### src/rtl/fft16_pkg.sv
package fft16_pkg;
  localparam int NPT   = 16;
  localparam int LOGN  = $clog2(NPT);
  localparam int AW    = LOGN;
  localparam int DW    = 12;
  localparam int IW    = DW + 4;
  localparam int TW    = 16;
  localparam int TFRAC = 14;
  localparam int NHALF = NPT / 2;

  typedef struct packed {
    logic signed [IW-1:0] re;
    logic signed [IW-1:0] im;
  } cplx_t;

  typedef enum logic [1:0] {ST_LOAD, ST_ARMED, ST_RUN, ST_OUT} eng_state_t;

  function automatic logic [AW-1:0] bitrev(input logic [AW-1:0] a);
    logic [AW-1:0] r;
    for (int i = 0; i < AW; i++) r[i] = a[AW-1-i];
    return r;
  endfunction
endpackage

### src/rtl/fft16_twiddle.sv
module fft16_twiddle #(
  parameter int TWW = fft16_pkg::TW,
  parameter int KW  = fft16_pkg::LOGN - 1
) (
  input  logic [KW-1:0]         k,
  output logic signed [TWW-1:0] w_re,
  output logic signed [TWW-1:0] w_im
);
  localparam int NK = 2 ** KW;
  // Q1.14 cosine and negated sine for the 16-point circle
  localparam logic signed [TWW-1:0] COS_T [NK] = '{
    TWW'(16384), TWW'(15137), TWW'(11585), TWW'(6270),
    TWW'(0), TWW'(-6270), TWW'(-11585), TWW'(-15137)};
  localparam logic signed [TWW-1:0] NSIN_T [NK] = '{
    TWW'(0), TWW'(-6270), TWW'(-11585), TWW'(-15137),
    TWW'(-16384), TWW'(-15137), TWW'(-11585), TWW'(-6270)};

  assign w_re = COS_T[k];
  assign w_im = NSIN_T[k];
endmodule

### src/rtl/fft16_bfly.sv
module fft16_bfly
  import fft16_pkg::*;
#(
  parameter int DIW  = fft16_pkg::IW,
  parameter int DTW  = fft16_pkg::TW,
  parameter int FRAC = fft16_pkg::TFRAC
) (
  input  cplx_t                 a,
  input  cplx_t                 b,
  input  logic signed [DTW-1:0] w_re,
  input  logic signed [DTW-1:0] w_im,
  output cplx_t                 x,
  output cplx_t                 y
);
  localparam int PW = DIW + DTW + 1;
  localparam int SW = DIW + 2;
  localparam logic signed [PW-1:0] RND = PW'(2 ** (FRAC - 1));

  logic signed [PW-1:0] p_re, p_im, t_re, t_im;
  logic signed [SW-1:0] sx_re, sx_im, sy_re, sy_im;

  // single complex product, shared by the sum and the difference
  always_comb begin
    p_re  = PW'(b.re) * PW'(w_re) - PW'(b.im) * PW'(w_im) + RND;
    p_im  = PW'(b.re) * PW'(w_im) + PW'(b.im) * PW'(w_re) + RND;
    t_re  = p_re >>> FRAC;
    t_im  = p_im >>> FRAC;
    sx_re = SW'(a.re) + SW'(t_re);
    sx_im = SW'(a.im) + SW'(t_im);
    sy_re = SW'(a.re) - SW'(t_re);
    sy_im = SW'(a.im) - SW'(t_im);
    x.re  = DIW'(sx_re >>> 1);
    x.im  = DIW'(sx_im >>> 1);
    y.re  = DIW'(sy_re >>> 1);
    y.im  = DIW'(sy_im >>> 1);
  end
endmodule

### src/rtl/fft16_agen.sv
module fft16_agen #(
  parameter int LG = fft16_pkg::LOGN
) (
  input  logic          clk,
  input  logic          rst_n,
  input  logic          en,
  output logic [LG-1:0] top,
  output logic [LG-1:0] bot,
  output logic [LG-2:0] tw_k,
  output logic          last
);
  localparam int SW = $clog2(LG);
  localparam int KW = LG - 1;

  logic [SW-1:0] stg;
  logic [KW-1:0] bf;
  logic [LG-1:0] bfx, span, msk, pos;
  logic [SW-1:0] shamt;

  always_comb begin
    bfx   = LG'(bf);
    span  = LG'(1) << stg;
    msk   = span - LG'(1);
    pos   = bfx & msk;
    top   = (((bfx >> stg) << stg) << 1) | pos;
    bot   = top | span;
    shamt = SW'(KW) - stg;
    tw_k  = KW'(pos << shamt);
    last  = (stg == SW'(LG - 1)) && (bf == '1);
  end

  always_ff @(posedge clk or negedge rst_n) begin
    if (!rst_n) begin
      stg <= '0;
      bf  <= '0;
    end else if (en) begin
      if (bf == '1) begin
        bf  <= '0;
        stg <= last ? '0 : stg + 1'b1;
      end else begin
        bf <= bf + 1'b1;
      end
    end
  end

  assert_wrap_after_last_R5: assert property (@(posedge clk) disable iff (!rst_n)
    (en && last) |=> (stg == '0 && bf == '0));
endmodule

### src/rtl/fft16_mem.sv
module fft16_mem
  import fft16_pkg::*;
#(
  parameter int DEPTH = fft16_pkg::NPT,
  parameter int MAW   = fft16_pkg::AW
) (
  input  logic           clk,
  input  logic           rst_n,
  input  logic           we0,
  input  logic [MAW-1:0] wa0,
  input  cplx_t          wd0,
  input  logic           we1,
  input  logic [MAW-1:0] wa1,
  input  cplx_t          wd1,
  input  logic [MAW-1:0] ra0,
  output cplx_t          rd0,
  input  logic [MAW-1:0] ra1,
  output cplx_t          rd1
);
  cplx_t mem [DEPTH];

  always_ff @(posedge clk or negedge rst_n) begin
    if (!rst_n) begin
      for (int i = 0; i < DEPTH; i++) mem[i] <= '0;
    end else begin
      for (int i = 0; i < DEPTH; i++) begin
        if (we0 && wa0 == MAW'(i))      mem[i] <= wd0;
        else if (we1 && wa1 == MAW'(i)) mem[i] <= wd1;
      end
    end
  end

  assign rd0 = mem[ra0];
  assign rd1 = mem[ra1];

  assert_distinct_writes_R5: assert property (@(posedge clk) disable iff (!rst_n)
    (we0 && we1) |-> (wa0 != wa1));
endmodule

### src/rtl/fft16_engine.sv
module fft16_engine
  import fft16_pkg::*;
(
  input  logic          clk,
  input  logic          rst_n,
  input  logic          in_valid,
  output logic          in_ready,
  input  logic [DW-1:0] in_data,
  input  logic          start,
  output logic          done,
  output logic          out_valid,
  input  logic          out_ready,
  output logic [AW-1:0] out_idx,
  output logic [IW-1:0] out_re,
  output logic [IW-1:0] out_im
);
  eng_state_t state;
  logic [AW-1:0] cnt;
  logic          done_q;

  logic            run_en, take_in, take_out;
  logic [AW-1:0]   bf_top, bf_bot;
  logic [AW-2:0]   tw_k;
  logic            bf_last;
  logic signed [TW-1:0] w_re, w_im;
  cplx_t           rd0, rd1, bx, by, load_word, wd0;
  logic [AW-1:0]   wa0, ra0;
  logic            we0;

  assign run_en   = (state == ST_RUN);
  assign take_in  = (state == ST_LOAD) && in_valid;
  assign take_out = (state == ST_OUT) && out_ready;

  always_comb begin
    load_word.re = {{(IW - DW){in_data[DW-1]}}, in_data};
    load_word.im = '0;
    we0 = take_in || run_en;
    wa0 = run_en ? bf_top : bitrev(cnt);
    wd0 = run_en ? bx : load_word;
    ra0 = run_en ? bf_top : cnt;
  end

  fft16_agen #(.LG(LOGN)) u_agen (
    .clk(clk), .rst_n(rst_n), .en(run_en),
    .top(bf_top), .bot(bf_bot), .tw_k(tw_k), .last(bf_last));

  fft16_twiddle #(.TWW(TW), .KW(LOGN - 1)) u_tw (
    .k(tw_k), .w_re(w_re), .w_im(w_im));

  fft16_mem #(.DEPTH(NPT), .MAW(AW)) u_mem (
    .clk(clk), .rst_n(rst_n),
    .we0(we0), .wa0(wa0), .wd0(wd0),
    .we1(run_en), .wa1(bf_bot), .wd1(by),
    .ra0(ra0), .rd0(rd0), .ra1(bf_bot), .rd1(rd1));

  fft16_bfly #(.DIW(IW), .DTW(TW), .FRAC(TFRAC)) u_bfly (
    .a(rd0), .b(rd1), .w_re(w_re), .w_im(w_im), .x(bx), .y(by));

  always_ff @(posedge clk or negedge rst_n) begin
    if (!rst_n) begin
      state  <= ST_LOAD;
      cnt    <= '0;
      done_q <= 1'b0;
    end else begin
      done_q <= 1'b0;
      case (state)
        ST_LOAD: if (take_in) begin
          cnt <= cnt + 1'b1;
          if (cnt == '1) state <= ST_ARMED;
        end
        ST_ARMED: if (start) state <= ST_RUN;
        ST_RUN: if (bf_last) begin
          state  <= ST_OUT;
          done_q <= 1'b1;
        end
        ST_OUT: if (take_out) begin
          cnt <= cnt + 1'b1;
          if (cnt == '1) state <= ST_LOAD;
        end
        default: state <= ST_LOAD;
      endcase
    end
  end

  assign in_ready  = (state == ST_LOAD);
  assign out_valid = (state == ST_OUT);
  assign out_idx   = cnt;
  assign out_re    = rd0.re;
  assign out_im    = rd0.im;
  assign done      = done_q;

  assert_done_single_R3: assert property (@(posedge clk) disable iff (!rst_n)
    done |=> !done);
  assert_done_after_run_R3: assert property (@(posedge clk) disable iff (!rst_n)
    done |-> ($past(state) == ST_RUN));
  assert_no_overlap_R9: assert property (@(posedge clk) disable iff (!rst_n)
    !(in_ready && out_valid));
  assert_hold_on_stall_R6: assert property (@(posedge clk) disable iff (!rst_n)
    (out_valid && !out_ready) |=> (out_valid && $stable(out_idx) && $stable(out_re) && $stable(out_im)));
  assert_idx_step_R6: assert property (@(posedge clk) disable iff (!rst_n)
    (out_valid && out_ready && out_idx != '1) |=> (out_idx == $past(out_idx) + 1'b1));
  assert_ready_after_stream_R7: assert property (@(posedge clk) disable iff (!rst_n)
    (out_valid && out_ready && out_idx == '1) |=> (in_ready && !out_valid));
endmodule

### config.mk
export PLATFORM = sky130hd
export DESIGN_NAME = fft16_engine
export DESIGN_NICKNAME = d
export VERILOG_FILES = /design/src/rtl/fft16_pkg.sv /design/src/rtl/fft16_twiddle.sv /design/src/rtl/fft16_bfly.sv /design/src/rtl/fft16_agen.sv /design/src/rtl/fft16_mem.sv /design/src/rtl/fft16_engine.sv
export SDC_FILE = /design/constraint.sdc
export NUM_CORES = 2
export LEC_CHECK = 0
export BUFFER_PORTS_ARGS = -buffer_cell sky130_fd_sc_hd__buf_2
export CORE_ASPECT_RATIO = 0.9
export CORE_MARGIN = 3
export CORE_UTILIZATION = 39
export CTS_CLUSTER_SIZE = 8
export DETAILED_ROUTE_END_ITERATION = 8
export MAX_ROUTING_LAYER = met4
export PLACE_DENSITY = 0.51
export SYNTH_ARGS = -nofsm -noshare
export SYNTH_HDL_FRONTEND = slang
export SYNTH_HIERARCHICAL = 1
export SYNTH_SLANG_ARGS = --single-unit
export TNS_END_PERCENT = 20
### constraint.sdc
create_clock -name clk -period 13.5 [get_ports clk]
set_clock_uncertainty 0.05 [all_clocks]
set_input_delay 1.35 -clock clk [delete_from_list [all_inputs] [get_ports clk]]
set_output_delay 1.35 -clock clk [all_outputs]
set_load 0.005 [all_outputs]
==> flow_metrics.py <==
metrics = {
    "grt": {
        "grt_max_degree": 141,
        "gr-total-overflow": 0,
        "grt_pass1_wl_mm": 431,
        "grt_usage_pct": 29.0,
        "met2_usage_pct": 46.3,
        "grt_pass1_vias": 66700,
        "antenna_found_initial": 4,
        "grt-busiest-layer": "met2",
        "grt_util_met3_pct": 4.89,
        "grt_use_met1_pct": 37.4,
    },
    "critical_path": {
        "reg2reg_to": "u_mem/mem[463]",
        "crit_type": "reg2reg",
        "critPathLaunch": "u_agen/stg[0]",
        "r2r_start": "u_agen/stg[0]",
        "regToRegSetupSlack_ns": 0.46,
        "slowest_stage": "fa_1",
        "crit_path_end_kind": "register",
        "arrival_ns": 13.56,
        "crit_top_cell": "fa_1",
        "cp-start-kind": "register",
        "ff2ff_path_depth": 45,
        "crit_required_ns": 14.02,
        "crit_path_end": "u_mem/mem[463]",
        "cpPeakStageDelay_ns": 0.56,
        "crit_fanout": 33,
    },
    "detailed_routing": {
        "ant_nets": 0,
        "initialDrtViolationCount": 6787,
        "route.detailed.drc": 0,
        "vias": 63600,
        "vias_per_cell": 6.04,
        "first_pass_iters": 6,
        "finalWirelength_mm": 283,
        "wl_per_cell_um": 26.9,
    },
    "cts": {
        "cts_buffers": 76,
        "cts_sinks": 524,
        "clock_latency_ns": 0.67,
        "holdBufCountCts": 0,
        "cts.htree.levels": 3,
        "clock_path_buffers": 3,
        "cts_root_buf": "clkbuf_16",
        "cts_tree": "built",
        "clkSlewWorstSetupHoldPaths_ns": 0.06,
    },
    "floorplanning": {
        "die_y_um": 426,
        "initial_core_util_pct": 39.4,
        "die_w_um": 473,
        "ios": 56,
        "rows": 153,
        "die_area_um2": 201000,
        "core_um2": 194000,
    },
    "finish": {
        "area.growth.synth_to_final_pct": 6.17,
        "seqCellArea_um2": 13100,
        "multi_input_area_um2": 55300,
        "drive_gt1_share_pct": 10.2,
        "num-fill-cells": 19100,
        "final_common_cell": "inv_1",
        "most-common-layout-cells": "inv_1, fa_1, and2_1",
        "final_cell_area_um2": 81200,
        "final_nets": 9476,
    },
    "placed_design": {
        "port_buffers": 55,
        "dpl_cell_area_um2": 79000,
        "place_hpwl_mm": 187,
        "place.gp.congestion": 0.869,
    },
    "sta": {
        "setup_viol": 0,
        "min_period_ns": 13.04,
        "period_share_pct": 96.6,
        "slew_headroom_pct": 18.0,
        "holdWs_ns": 0.501,
        "drv_slew": 0,
        "tightest_slew_ns": 1.23,
        "max_freq_mhz": 76.7,
        "hold_viol": 0,
    },
    "outcome": {
        "status": "finished, final reports clean",
    },
    "synth": {
        "synth-seq-cells": 524,
        "synth_top_flop_cell": "dfrtp_1",
        "syn_nets": 9911,
        "async_flop_share_pct": 100,
        "yosysSeqAreaShare_pct": 17.1,
        "synthCells": 8398,
        "syn_avg_cell_area_um2": 9.11,
        "syn_area_um2": 76500,
        "yosys_warnings": 6,
        "synth.distinct_cells": 83,
        "synth_edf_count": 0,
    },
    "job": {
        "maxCapViolCount": 0,
    },
    "worst_hold_path": {
        "hold_depth": 1,
        "hold_class": "reg2reg",
    },
}
routing by layer:
layer | up-vias | routed length (µm)
met2 | 3375 | 134000
met3 | 690 | 25800
li1 | 26700 | -
met1 | 32900 | 112000
met4 | 0 | 11400
met5 | - | 0
final cells by class:
class	count	area share [%]
inverters	1306	6.04
multi-input cells	5723	68.1
clock inverters	7	0.0894
well taps	2557	3.94
repair buffers	332	3.25
clock buffers	79	2.39
flip-flops and latches	524	16.2
diodes	4	0.0123
per-stage QoR:
stage	utilization, %	TNS, ns	setup WS (ns)	cells
after detailed placement	40.7	-2.52	-0.132	10400
after CTS	41.7	0	0.00319	10500
after floorplan	-	0	1.39	8398
final	41.8	0	0.461	10500
after global routing	41.8	-0.628	-0.0471	10500
after global placement	40.7	0	0.105	10400
what timing repair did:
action                                  in CTS  in global routing
cloned                                       0                  2
buffers inserted                             0                  6
endpoints found under the setup margin      60                304
resized for setup                            4                 32
pin swaps                                    0                  1
critical path: cells and delay by family (launching register included):
kind	cells	cell delay, ns
AO/OA/AOI/OAI	12	3.21
flip-flops	1	0.49
multiplexers	1	0.31
buffers and inverters	11	1.75
XOR/XNOR	2	0.46
adder cells (fa/ha/maj)	11	5.05
AND/OR/NAND/NOR	8	1.49
synthesized netlist by cell type (all sizes together), types with 4 or more instances:
library cell	number	area share (%)
a211oi	7	0.075
a21boi	4	0.039
a21o	15	0.15
a21oi	68	0.48
a22oi	129	1.3
a31oi	523	4.3
and2	557	4.6
and3	7	0.057
and4	6	0.069
buf	163	1.3
clkbuf	684	3.4
dfrtp	524	17
fa	1124	29
ha	372	6.1
inv	1305	6.4
mux2	17	0.26
mux4	256	7.5
nand2	572	2.8
nand2b	47	0.38
nand3	523	3.4
nand3b	6	0.059
nand4	9	0.074
nor2	110	0.54
nor2b	23	0.19
nor3	528	3.5
nor4	4	0.033
o211ai	7	0.075
o21a	10	0.098
o21ai	544	3.6
o21bai	13	0.13
or2	28	0.23
or3	7	0.057
xnor2	125	1.4
xor2	27	0.31
logic make-up (layout without fill, tap and decap cells):
kind of cell               after synthesis  count (layout)  synth area share, %
and+or+nand+nor                       2438            2440                 16.1
buffers and inverters                 2153            1724                 11.1
adders and majority gates             1496            1496                 35.5
AOI/OAI and AO/OA                     1359            1359                 10.6
DFF                                    524             524                 17.1
muxes                                  275             275                 7.83
xor gates and xnor gates               152             152                 1.74
other                                    1               5              0.00490
worst min-delay path by stage:
stage / start / to / slack (ns)
finish: out_idx[3] / out_idx[3] / 0.50
global route: out_idx[3] / out_idx[3] / 0.52
CTS: out_idx[3] / out_idx[3] / 0.52
detailed placement: out_idx[3] / out_idx[3] / 0.51
global placement: out_idx[0] / out_idx[0] / 0.49
floorplan: out_idx[3] / out_idx[3] / 0.46
registers in the layout (all words and copies together) (netlist names):
| name | flops |
|---|---|
| u_mem/mem | 512 |
| state | 2 |
| done | 1 |
| out_idx | 4 |
| u_agen/bf | 3 |
| u_agen/stg | 2 |
Power is left out: the tool's default activity adds up to more than one toggle a clock period on the data nets, which glitch-free logic cannot reach.
